<file path="src/rtl/gpx_pkg.sv">
package gpx_pkg;
  localparam int PORT_W    = 8;
  localparam int NUM_PORTS = 2;

  // register kinds; a register's bus address is kind * ports + port
  typedef enum logic [1:0] {
    RK_INPUT    = 2'd0,
    RK_OUTPUT   = 2'd1,
    RK_POLARITY = 2'd2,
    RK_CONFIG   = 2'd3
  } reg_kind_e;

  localparam int NUM_KINDS = 4;

  function automatic int f_reg_addr(input int kind, input int port, input int nports);
    return kind * nports + port;
  endfunction

  function automatic logic [PORT_W-1:0] f_input_view(input logic [PORT_W-1:0] lvl,
                                                     input logic [PORT_W-1:0] pol);
    return lvl ^ pol;
  endfunction

  function automatic logic [PORT_W-1:0] f_pin_drive(input logic [PORT_W-1:0] outv,
                                                    input logic [PORT_W-1:0] cfg);
    return outv & ~cfg;
  endfunction

  function automatic logic f_pending(input logic [PORT_W-1:0] lvl,
                                     input logic [PORT_W-1:0] snap,
                                     input logic [PORT_W-1:0] cfg);
    return |((lvl ^ snap) & cfg);
  endfunction
endpackage

</file>
<file path="src/rtl/gpx_sync.sv">
module gpx_sync #(
  parameter int W      = 16,
  parameter int STAGES = 2
) (
  input  logic         clk,
  input  logic         rst_n,
  input  logic [W-1:0] d,
  output logic [W-1:0] q
);
  logic [W-1:0] st [STAGES];

  always_ff @(posedge clk or negedge rst_n) begin
    if (!rst_n) begin
      for (int i = 0; i < STAGES; i++) st[i] <= '0;
    end else begin
      st[0] <= d;
      for (int i = 1; i < STAGES; i++) st[i] <= st[i-1];
    end
  end

  assign q = st[STAGES-1];
endmodule

</file>
<file path="src/rtl/gpx_port.sv">
module gpx_port
  import gpx_pkg::*;
#(
  parameter int W   = PORT_W,
  parameter int IDX = 0,
  parameter int NP  = NUM_PORTS,
  parameter int AW  = 4
) (
  input  logic          clk,
  input  logic          rst_n,
  input  logic [AW-1:0] addr,
  input  logic          wr,
  input  logic [W-1:0]  wdata,
  input  logic          rd,
  input  logic [W-1:0]  lvl,
  input  logic          settled,
  output logic [W-1:0]  oe,
  output logic [W-1:0]  drive,
  output logic [W-1:0]  rdata,
  output logic          pend
);
  localparam logic [AW-1:0] A_IN  = AW'(f_reg_addr(int'(RK_INPUT),    IDX, NP));
  localparam logic [AW-1:0] A_OUT = AW'(f_reg_addr(int'(RK_OUTPUT),   IDX, NP));
  localparam logic [AW-1:0] A_POL = AW'(f_reg_addr(int'(RK_POLARITY), IDX, NP));
  localparam logic [AW-1:0] A_CFG = AW'(f_reg_addr(int'(RK_CONFIG),   IDX, NP));

  logic [W-1:0] out_q, pol_q, cfg_q, snap_q;

  // named decode events
  logic hit_in, hit_out, hit_pol, hit_cfg, rd_clear;
  assign hit_in   = (addr == A_IN);
  assign hit_out  = (addr == A_OUT);
  assign hit_pol  = (addr == A_POL);
  assign hit_cfg  = (addr == A_CFG);
  assign rd_clear = rd && hit_in && settled;

  always_ff @(posedge clk or negedge rst_n) begin
    if (!rst_n) begin
      out_q  <= '1;
      pol_q  <= '0;
      cfg_q  <= '1;
      snap_q <= '0;
    end else begin
      if (wr && hit_out) out_q <= wdata;
      if (wr && hit_pol) pol_q <= wdata;
      if (wr && hit_cfg) cfg_q <= wdata;
      if (!settled || rd_clear) snap_q <= lvl;
    end
  end

  always_comb begin
    rdata = '0;
    if (hit_in)  rdata = f_input_view(lvl, pol_q);
    if (hit_out) rdata = out_q;
    if (hit_pol) rdata = pol_q;
    if (hit_cfg) rdata = cfg_q;
  end

  assign oe    = ~cfg_q;
  assign drive = f_pin_drive(out_q, cfg_q);
  assign pend  = settled && f_pending(lvl, snap_q, cfg_q);

  // a direction write lands on the enables one edge later
  p_oe_cfg_r2: assert property (@(posedge clk) disable iff (!rst_n)
    (wr && hit_cfg) |=> (oe == ~$past(wdata)));

  // an output write reaches the pads only on output lines
  p_drive_out_r3: assert property (@(posedge clk) disable iff (!rst_n)
    (wr && hit_out) |=> (drive == ($past(wdata) & oe)));

  // a write to the read-only input address leaves every register alone
  p_ro_ignored_r8: assert property (@(posedge clk) disable iff (!rst_n)
    (wr && hit_in) |=> ($stable(out_q) && $stable(pol_q) && $stable(cfg_q)));

  // a snapshot-loading read leaves nothing pending for this port
  p_snap_read_r6: assert property (@(posedge clk) disable iff (!rst_n)
    (rd_clear) |=> (snap_q == $past(lvl)));
endmodule

</file>
<file path="src/rtl/gpx_core.sv">
module gpx_core
  import gpx_pkg::*;
#(
  parameter int NP     = NUM_PORTS,
  parameter int W      = PORT_W,
  parameter int AW     = 4,
  parameter int STAGES = 2
) (
  input  logic             clk,
  input  logic             rst_n,
  input  logic [AW-1:0]    bus_addr,
  input  logic             bus_wr,
  input  logic [W-1:0]     bus_wdata,
  input  logic             bus_rd,
  output logic [W-1:0]     bus_rdata,
  input  logic [NP*W-1:0]  pin_in,
  output logic [NP*W-1:0]  pin_oe,
  output logic [NP*W-1:0]  pin_out,
  output logic             int_n
);
  localparam int LINES  = NP * W;
  localparam int CW     = $clog2(STAGES + 2);
  localparam int MAPPED = NUM_KINDS * NP;

  logic [LINES-1:0] lvl_sync;
  logic [CW-1:0]    settle_cnt;
  logic             settled;
  logic [NP-1:0]    pend_vec;
  logic [W-1:0]     port_rdata [NP];
  logic             pend_any;
  logic             int_q;

  gpx_sync #(.W(LINES), .STAGES(STAGES)) u_sync (
    .clk  (clk),
    .rst_n(rst_n),
    .d    (pin_in),
    .q    (lvl_sync)
  );

  // snapshot follows the synchronizer until it has filled after reset
  assign settled = (settle_cnt > CW'(STAGES));

  always_ff @(posedge clk or negedge rst_n) begin
    if (!rst_n)        settle_cnt <= '0;
    else if (!settled) settle_cnt <= settle_cnt + 1'b1;
  end

  for (genvar p = 0; p < NP; p++) begin : g_port
    gpx_port #(.W(W), .IDX(p), .NP(NP), .AW(AW)) u_port (
      .clk    (clk),
      .rst_n  (rst_n),
      .addr   (bus_addr),
      .wr     (bus_wr),
      .wdata  (bus_wdata),
      .rd     (bus_rd),
      .lvl    (lvl_sync[p*W +: W]),
      .settled(settled),
      .oe     (pin_oe[p*W +: W]),
      .drive  (pin_out[p*W +: W]),
      .rdata  (port_rdata[p]),
      .pend   (pend_vec[p])
    );
  end

  always_comb begin
    bus_rdata = '0;
    for (int p = 0; p < NP; p++) bus_rdata = bus_rdata | port_rdata[p];
  end

  assign pend_any = |pend_vec;

  always_ff @(posedge clk or negedge rst_n) begin
    if (!rst_n) int_q <= 1'b1;
    else        int_q <= ~pend_any;
  end

  assign int_n = int_q;

  // a low interrupt always has a pending input difference behind it
  p_int_cause_r5: assert property (@(posedge clk) disable iff (!rst_n)
    (!int_n) |-> $past(pend_any));

  // once nothing is pending the interrupt is released on the next edge
  p_int_release_r7: assert property (@(posedge clk) disable iff (!rst_n)
    (!int_n && !pend_any) |=> int_n);

  // no interrupt while the synchronizer is still filling
  p_quiet_settle_r9: assert property (@(posedge clk) disable iff (!rst_n)
    (!settled) |=> int_n);

  // unmapped reads return zero
  p_unmapped_zero_r8: assert property (@(posedge clk) disable iff (!rst_n)
    (bus_addr >= AW'(MAPPED)) |-> (bus_rdata == '0));
endmodule

</file>
<file path="config.mk">
export PLATFORM = sky130hd
export DESIGN_NAME = gpx_core
export DESIGN_NICKNAME = d
export VERILOG_FILES = /design/src/rtl/gpx_pkg.sv /design/src/rtl/gpx_sync.sv /design/src/rtl/gpx_port.sv /design/src/rtl/gpx_core.sv
export SDC_FILE = /design/constraint.sdc
export NUM_CORES = 1
export LEC_CHECK = 0
export ABC_AREA = 1
export BUFFER_PORTS_ARGS = -buffer_cell sky130_fd_sc_hd__buf_2
export CAP_MARGIN = 0
export CORE_MARGIN = 2
export CORE_UTILIZATION = 53
export CTS_CLUSTER_SIZE = 12
export DETAILED_ROUTE_END_ITERATION = 12
export MAX_ROUTING_LAYER = met4
export PLACE_DENSITY_LB_ADDON = 0.3
export REMOVE_ABC_BUFFERS = 1
export SYNTH_ARGS = -nofsm -noshare
export SYNTH_HDL_FRONTEND = slang
export SYNTH_SLANG_ARGS = --single-unit
</file>
<file path="constraint.sdc">
create_clock -name clk -period 2.5 [get_ports clk]
set_input_delay 0.75 -clock clk [delete_from_list [all_inputs] [get_ports clk]]
set_output_delay 0.75 -clock clk [all_outputs]
set_load 0.005 [all_outputs]
</file>
# Word level (Yosys, flattened, before mapping)
# Cells that the tools add are included.
[totals]
regBits = 99
input_bits = 32
wordCells = 60
[classes]
reduce_logical = 19
muxes = 8
n_addsub = 1
n_lt_le_gt_ge = 1
bitwise = 12
eq_ne = 7
[op_table]
columns = ["operator", "count"]
rows = [
  ["$mux W8", 8],
  ["$and A8 B8 Y8", 4],
  ["$xor A8 B8 Y8", 4],
  ["$eq A4 B3 Y1 const B", 4],
  ["$not A8 Y8", 2],
  ["$reduce_or A8 Y1", 2],
  ["$logic_and A1 B1 Y1", 12],
  ["$eq A4 B2 Y1 const B", 2],
  ["$or A8 B8 Y8", 1],
  ["$eq A4 B1 Y1 const B", 1],
  ["$logic_not A4 Y1", 1],
  ["$add A2 B1 Y2 const B", 1],
  ["$gt A2 B2 Y1 const B", 1],
  ["$logic_or A1 B1 Y1", 2],
  ["$reduce_or A2 Y1", 1],
  ["$logic_not A1 Y1", 1],
  ["$not A1 Y1", 1],
]

# Longest topological paths before layout
# Gate-level depths: netlist of run 1.
[logic_depth]
depth_word = 6
depth_mapped = 9
depth_no_buf = 9

# Modules after synthesis
# Synthesis of run 1 repeated with hierarchy kept, for this count alone.
[unflattened]
hier_cells = 554
area_unflattened_um2 = 4931.0
[modules_own_cells]
columns = ["mod", "seq_area_each_um2", "cells_each", "area_each_um2", "instances"]
rows = [
  ["gpx_port (g_port[1].u_port)", 820.8, 238, 1920.6, 1],
  ["gpx_port (g_port[0].u_port)", 820.8, 246, 1904.3, 1],
  ["gpx_sync", 800.8, 48, 920.9, 1],
  ["gpx_core", 76.3, 22, 185.2, 1],
]

# Worst setup path before layout of run 1
# No wires, ideal clock.
[synth_timing]
path_type = "in2out"
start = "input bus_addr[1]"
end = "output bus_rdata[0]"
path_slack_ns = 0.240
arrival_ns = 1.510
stages = 7
n_path_buf = 1
path_cell_list = "buf_6 -> inv_2 -> nor3_4 -> nand2_1 -> nand2_1 -> a21oi_1 -> nand2_1"
[synth_via]
elab_chain_cells = 6
word_cells_on_any_way = 17
cone_classes = "eq/ne: 7; mux: 8; bitwise: 1; reduce/logical: 1"
[synth_lines]
columns = ["element", "line_no", "text"]
rows = [
  ["from (decl)", "gpx_core.sv:11", "input logic [AW-1:0] bus_addr,"],
  ["$eq A4 B1 Y1 or $logic_not A4 Y1 (tied branches)", "gpx_port.sv:31", "assign hit_in = (addr == A_IN);"],
  ["$mux W8", "gpx_port.sv:53", "if (hit_in) rdata = f_input_view(lvl, pol_q);"],
  ["$mux W8", "gpx_port.sv:54", "if (hit_out) rdata = out_q;"],
  ["$mux W8", "gpx_port.sv:55", "if (hit_pol) rdata = pol_q;"],
  ["$mux W8", "gpx_port.sv:56", "if (hit_cfg) rdata = cfg_q;"],
  ["$or A8 B8 Y8 *", "gpx_core.sv:67", "for (int p = 0; p < NP; p++) bus_rdata = bus_rdata | port_rdata[p];"],
  ["to (decl)", "gpx_core.sv:15", "output logic [W-1:0] bus_rdata,"],
]
# Mark *: on every way between the ends. The rest lies on a longest branch, timed or not.

# Worst setup path after layout of run 1
[layout_timing]
start = "input bus_addr[3]"
end = "output bus_rdata[3]"
# Same word-level chain as after synthesis.

==> results.json, run 1 <==
{
  "outcome": "finished, violations left",
  "failed_checks": "setup timing",
  "combinational_family_with_the_most_area_after_synthesis": "simple AND/OR/NAND/NOR gates",
  "coreArea_sq_um": 8590,
  "worstPathRequired_ps": 1750,
  "grt_overflow_total": 0,
  "drive_above_1_share": 0.325,
  "die_span_x_um": 97.6,
  "synthAdderAreaFrac": 0.00269,
  "synth-xor-area-share": 0.0320,
  "number_of_global_route_vias_before_repair": 3674,
  "relSlewSlack": 0.629,
  "timing.reg2reg.worst_path_depth": 3,
  "fin_worst_skew_ps": 12.1,
  "critical_path.max_stage_delay_ps": 220,
  "timing.final.crit_share": 1.03,
  "post_cts_clock_slew_at_the_launch_and_capture_registers_of_the_worst_setup_and_hold_paths_ps": 100,
  "clock_buffer_count_from_cts": 9,
  "drt-pass1-iter-count": 5,
  "num_antenna_cells": 0,
  "period_minus_slack_ps": 2570,
  "detail_route.vias_per_cell": 5.10,
  "hold_class": "input pin to asynchronous set/reset pin",
  "setup.worst_path.class": "input pin to output pin",
  "synth.yosys.seq_area_share": 0.542,
  "cp_slowest_cell": "sky130_fd_sc_hd__nor3_4",
  "worst_pin_slew_ps": 557,
  "setup.reg_to_reg.worst_slack_ps": 950,
  "syn-cell-area_sq_um": 4650,
  "cp_num_buf_inv": 5,
  "most-common-layout-cells": "sky130_fd_sc_hd__nand2_1 (164), sky130_fd_sc_hd__buf_2 (68), sky130_fd_sc_hd__dfrtp_1 (66)",
  "groute.usage.overall": 0.250,
  "antenna_found_initial": 0,
  "synthCells": 529,
  "floorplan.die_area_sq_um": 9530,
  "regToRegEndpoint": "g_port[0].u_port.snap_q[5]",
  "gp_congestion": 0.892,
  "crit_chain": "buf_8, inv_8, nand2_4, buf_12, nor3_4, buf_6, nand2_2, nand3_2, nor2_2, nand2_1, buf_2",
  "yosysWarningCount": 0,
  "clock_sinks": 99,
  "totalWireLength_um": 11000,
  "maxCapViolations": 0,
  "initial_core_util": 0.541,
  "vias": 3753,
  "fin_nets": 656,
  "detailed_place_hpwl_um": 7710,
  "area_delta_synth_final_pct": 19.8,
  "row_count": 34,
  "muxShareOfSynthArea": 0.00242,
  "antenna_violating_nets_post_route": 0,
  "end_kind": "output pin",
  "maximum_buffer_depth_of_the_clock_tree": 2,
  "reg2reg_from": "settle_cnt[0]",
  "power-per-cell-area_nw_per_um2": 702,
  "die-height_um": 97.6,
  "max_freq_ghz": 0.389,
  "final_util": 0.647,
  "synth-compound-area-share": 0.0943,
  "dpl.cell_count": 719,
  "synth.lib_cells_used.distinct": 26,
  "synth_simple_gate_area_frac": 0.249,
  "worstPathArrival_ps": 1820,
  "grt_max_degree": 65,
  "layout_commonest_cell": "sky130_fd_sc_hd__nand2_1",
  "dr.first_iter.drc_count": 225,
  "ir_worst_vdd_v": 0.000415,
  "avgSynthCellArea_sq_um": 8.78,
  "drcViolationCount": 0,
  "grt_first_pass_wirelength_um": 18000,
  "grt_setup_unrepaired": "true",
  "final_cells": 736,
  "finalHoldViolCount": 0,
  "pin_count": 73,
  "number_of_flip_flops_and_latches_in_the_synthesized_netlist": 99,
  "setup_viol": 8,
  "port-buffer-count": 72,
  "p_leak_nw": 2.91,
  "h_tree_depth": 3,
  "dpl_worst_slack_ps": -190,
  "insertion_delay_ps": 360,
  "critPathTopFamily": "buffers and inverters",
  "layout_setup_ws_ps": -71.8,
  "detail_route.wl_per_cell_um": 15.0,
  "crit_fanout": 4,
  "clockRootBuffer": "sky130_fd_sc_hd__clkbuf_8",
  "max_slew_violation_total_from_the_final_report": 0,
  "cts_tree": "done",
  "cp-start-kind": "input pin"
}
## area by class of cell
class | instances | area [sq um]
multi-input cells | 353 | 1860
inverters | 66 | 260
clock inverters | 5 | 38.8
well taps | 108 | 135
flip-flops and latches | 99 | 2520
fillers | 723 | 3030
repair buffers | 94 | 624
clock buffers | 11 | 131
## through the flow
stage               area (sq um)  setup TNS [ps]  power (mW)  hold slack [ps]
CTS                         5490            -316        3.92              340
global route                5560            -836        4.15              356
finish                      5560            -302        3.91              332
global placement            5260            -824        2.94              331
detailed placement          5260           -1070        2.98              335
floorplan                   4540               0        2.61              331
## cells by family (layout without fill, tap and decap cells)
| group | after synthesis | after routing |
|---|---|---|
| and+or+nand+nor | 262 | 262 |
| DFF | 99 | 99 |
| adders and majority gates | 1 | 1 |
| AOI/OAI and AO/OA | 72 | 72 |
| buffers and inverters | 77 | 176 |
| muxes | 1 | 1 |
| xor gates and xnor gates | 17 | 17 |
## flip-flops by register name, summed over array words and instances, names as in the netlist
| register | cells |
|---|---|
| u_sync.q | 16 |
| int_n | 1 |
| settle_cnt | 2 |
| g_port.u_port.out_q | 16 |
| g_port.u_port.cfg_q | 16 |
| g_port.u_port.pol_q | 16 |
| g_port.u_port.snap_q | 16 |
| u_sync.st | 16 |
## routing by layer
| metal | GRT usage | vias to the layer above | wire (um) |
|---|---|---|---|
| li1 | - | 1834 | - |
| met1 | 0.340 | 1777 | 4940 |
| met2 | 0.377 | 112 | 5280 |
| met3 | 0.0518 | 30 | 564 |
| met4 | 0.0929 | 0 | 260 |
| met5 | - | - | 0 |
## synthesized netlist by cell type
master / number / area [sq um]
sky130_fd_sc_hd__xor2_1: 16 / 140
sky130_fd_sc_hd__xnor2_1: 1 / 8.76
sky130_fd_sc_hd__inv_1: 62 / 233
sky130_fd_sc_hd__nor2_1: 47 / 176
sky130_fd_sc_hd__o22ai_1: 8 / 50.1
sky130_fd_sc_hd__mux2_2: 1 / 11.3
sky130_fd_sc_hd__clkbuf_1: 1 / 3.75
sky130_fd_sc_hd__nand2_1: 173 / 649
sky130_fd_sc_hd__nand3_2: 2 / 20.0
sky130_fd_sc_hd__o21ai_2: 18 / 158
sky130_fd_sc_hd__dfstp_2: 33 / 867
sky130_fd_sc_hd__o21ai_0: 26 / 130
sky130_fd_sc_hd__buf_6: 7 / 78.8
sky130_fd_sc_hd__inv_6: 1 / 8.76
sky130_fd_sc_hd__ha_1: 1 / 12.5
sky130_fd_sc_hd__buf_2: 2 / 10.0
sky130_fd_sc_hd__nor3_4: 5 / 81.3
sky130_fd_sc_hd__nand2_2: 3 / 18.8
sky130_fd_sc_hd__nand3_1: 24 / 120
sky130_fd_sc_hd__buf_8: 1 / 15.0
sky130_fd_sc_hd__dfrtp_1: 66 / 1650
sky130_fd_sc_hd__inv_2: 3 / 11.3
sky130_fd_sc_hd__o21ai_1: 12 / 60.1
sky130_fd_sc_hd__nor2_4: 1 / 11.3
sky130_fd_sc_hd__a21oi_1: 8 / 40.0
sky130_fd_sc_hd__nand2_4: 7 / 78.8
## worst register-to-register path, stage by stage, from the launching register on
cell and delay, ps:
sky130_fd_sc_hd__dfrtp_1 380, sky130_fd_sc_hd__ha_1 520, sky130_fd_sc_hd__nand2_2 330, sky130_fd_sc_hd__o21ai_0 250
## where the power goes
group / switching [mW] / total (mW) / internal (mW)
Clock: 0.557 / 0.928 / 0.371
Combinational: 0.456 / 0.825 / 0.369
Sequential: 0.227 / 2.15 / 1.93
Total: 1.24 / 3.91 / 2.67
## worst max-delay path by stage
stage | slack (ps) | end | depth (start not counted) | startpoint
final | -70 | bus_rdata[3] | 11 | bus_addr[3]
after floorplan | 280 | bus_rdata[0] | 7 | bus_addr[3]
after global routing | -130 | bus_rdata[3] | 11 | bus_addr[3]
after global placement | -160 | bus_rdata[3] | 8 | bus_addr[0]
after detailed placement | -190 | bus_rdata[3] | 8 | bus_addr[0]
after CTS | -70 | bus_rdata[4] | 11 | bus_addr[3]
## timing repair
item / in CTS / in global routing
setup buffers: 1 / 0
gates cloned: 1 / 0
hold buffers: 0 / 0
endpoints found under the setup margin: 8 / 8
pin swaps: 6 / 11
gates resized for setup: 10 / 27
No activity file was read; power rests on OpenSTA's default activity.
==> inputs of run 2 (changes only) <==
--- a/config.mk
+++ b/config.mk
@@ -12,8 +12,10 @@
 export CORE_UTILIZATION = 53
 export CTS_CLUSTER_SIZE = 12
 export DETAILED_ROUTE_END_ITERATION = 12
+export HOLD_SLACK_MARGIN = 0.05
 export MAX_ROUTING_LAYER = met4
 export PLACE_DENSITY_LB_ADDON = 0.3
+export RECOVER_POWER = 100
 export REMOVE_ABC_BUFFERS = 1
 export SYNTH_ARGS = -nofsm -noshare
 export SYNTH_HDL_FRONTEND = slang
==> constraint.sdc (replaced) <==
create_clock -name clk -period 2.5 [get_ports clk]
set_input_delay 0.375 -clock clk [delete_from_list [all_inputs] [get_ports clk]]
set_output_delay 0.375 -clock clk [all_outputs]
set_load 0.005 [all_outputs]
==> run 2 against run 1 <==
  * The run now ends clean
  * Combinational power down 11%
  * Sequential power down 2%
  * Critical path depth fell by 3
  * Clock power grew 3.7%
  * Die area stayed put
  * Sequential share of layout area is 3.8 points higher
  * Via count down 3.9%
  * Power fell by 2.6%
  * Critical endpoint unchanged
==> results.json, run 2 (synthesis results as in run 1) <==
{
  "totalWireLength_um": 10600,
  "p_leak_nw": 2.60,
  "detailed_place_hpwl_um": 7310,
  "setup.reg_to_reg.worst_slack_ps": 950,
  "detail_route.wl_per_cell_um": 14.7,
  "worstPathRequired_ps": 2120,
  "grt_setup_unrepaired": "false",
  "row_count": 34,
  "setup.worst_path.class": "input pin to output pin",
  "max_slew_violation_total_from_the_final_report": 0,
  "area_delta_synth_final_pct": 10.4,
  "final_util": 0.597,
  "coreArea_sq_um": 8590,
  "clockRootBuffer": "sky130_fd_sc_hd__clkbuf_8",
  "cp_slowest_cell": "sky130_fd_sc_hd__nor3_4",
  "period_minus_slack_ps": 2140,
  "detail_route.vias_per_cell": 5.02,
  "die_span_x_um": 97.6,
  "detailed_place.area_sq_um": 5080,
  "crit_fanout": 9,
  "timing.reg2reg.worst_path_depth": 4,
  "timing.final.crit_share": 0.856,
  "port-buffer-count": 72,
  "critical_path.max_stage_delay_ps": 480,
  "crit_chain": "buf_2, clkinvlp_2, nor3_4, nand2_1, nand3_1, nor2_1, nand2_1, clkbuf_1",
  "initial_core_util": 0.541,
  "num_antenna_cells": 0,
  "power-per-cell-area_nw_per_um2": 742,
  "worstHoldStart": "pin_in[10]",
  "end_kind": "output pin",
  "finalHoldViolCount": 0,
  "vias": 3605,
  "insertion_delay_ps": 370,
  "min_path_cells": 1,
  "number_of_global_route_vias_before_repair": 3464,
  "h_tree_depth": 3,
  "drcViolationCount": 0,
  "worstPathArrival_ps": 1760,
  "maxCapViolations": 0,
  "layout_setup_ws_ps": 361,
  "max_freq_ghz": 0.468,
  "clock_sinks": 99,
  "outcome": "completed",
  "most-common-layout-cells": "sky130_fd_sc_hd__nand2_1 (183), sky130_fd_sc_hd__dfrtp_1 (66), sky130_fd_sc_hd__inv_1 (64)",
  "post-cts-setup-buffers": 0,
  "cts_tree": "done",
  "cp-start-kind": "input pin",
  "ir_worst_vdd_v": 0.000321,
  "worst_pin_slew_ps": 927,
  "reg2reg_from": "settle_cnt[0]",
  "clock_buffer_count_from_cts": 9,
  "groute.usage.overall": 0.238,
  "final_cells": 718,
  "post_cts_clock_slew_at_the_launch_and_capture_registers_of_the_worst_setup_and_hold_paths_ps": 100,
  "hold_class": "input pin to flip-flop",
  "fin_nets": 639,
  "relSlewSlack": 0.382,
  "drive_above_1_share": 0.166,
  "floorplan.die_area_sq_um": 9530,
  "antenna_violating_nets_post_route": 0,
  "fill_cells": 804,
  "layout.cell_area.non_filler_sq_um": 5130,
  "dpl_worst_slack_ps": 441,
  "grt_first_pass_wirelength_um": 17200,
  "dpl.cell_count": 702,
  "gp_congestion": 0.918,
  "setup_viol": 0,
  "crit_path_frequent_cell": "sky130_fd_sc_hd__nand2_1",
  "dr.first_iter.drc_count": 241,
  "layout_commonest_cell": "sky130_fd_sc_hd__nand2_1",
  "maximum_buffer_depth_of_the_clock_tree": 2,
  "pin_count": 73,
  "fin_worst_skew_ps": 10.7,
  "die-height_um": 97.6,
  "final_sum_of_negative_setup_slack_ps": 0,
  "grt_overflow_total": 0,
  "regToRegEndpoint": "g_port[0].u_port.snap_q[4]",
  "worst_hold_path.endpoint": "u_sync.st[26]",
  "grt_max_degree": 62,
  "drt-pass1-iter-count": 5,
  "antenna_found_initial": 0
}
-- run 2: changes by cell type in the layout (fill, tap and decap cells not counted), sizes merged --
cell,before,now
buf,94,65
clkbuf,11,20
clkinv,2,3
dlygate4sd3,0,1
-- run 2: where the power goes --
part | internal, mW | total, mW | leakage [nW] | switching, mW
Clock | 0.379 | 0.962 | 0.0934 | 0.583
Combinational | 0.315 | 0.733 | 1.38 | 0.418
Sequential | 1.90 | 2.11 | 1.13 | 0.215
-- run 2: worst max path at each step --
stage | slack (ps) | cells past startpoint | start | end
floorplan | 1030 | 7 | bus_addr[3] | bus_rdata[0]
global placement | 480 | 8 | bus_addr[0] | bus_rdata[3]
detailed placement | 440 | 8 | bus_addr[0] | bus_rdata[3]
CTS | 430 | 8 | bus_addr[0] | bus_rdata[3]
global route | 230 | 8 | bus_addr[0] | bus_rdata[0]
finish | 360 | 8 | bus_addr[0] | bus_rdata[3]
-- run 2: critical path: cells and delay by family --
| kind | cells | cell delay (ps) |
|---|---|---|
| buffers and inverters | 3 | 570 |
| and+or+nand+nor | 5 | 810 |
-- run 2: cell type report --
cell class / count / area [sq um] / share of cell area
timing repair buffer: 77 / 398 / 0.0776
clock buffer: 9 / 124 / 0.0242
multi-input combinational: 353 / 1640 / 0.321
tap: 108 / 135 / 0.0263
sequential: 99 / 2520 / 0.491
inverter: 66 / 249 / 0.0485
clock inverter: 6 / 60.1 / 0.0117
-- run 2: metal layers --
metal | vias to the layer above | wire (um) | global-route usage
li1 | 1790 | - | -
met1 | 1708 | 4900 | 0.326
met2 | 91 | 5010 | 0.361
met3 | 16 | 452 | 0.0403
met4 | 0 | 203 | 0.0865
met5 | - | 0 | -
-- run 2: repair_timing --
item | CTS | global route
hold buffers | 1 | 0
endpoints found under the hold margin | 31 | 0
gates resized for setup | 0 | 0
-- run 2: stage by stage --
| stage | power, mW | hold WS (ps) |
|---|---|---|
| floorplan | 2.61 | 79.4 |
| finish | 3.81 | 103 |
| global route | 4.05 | 83.3 |
| detailed placement | 2.95 | 335 |
| global placement | 2.91 | 333 |
| CTS | 3.91 | 87.6 |
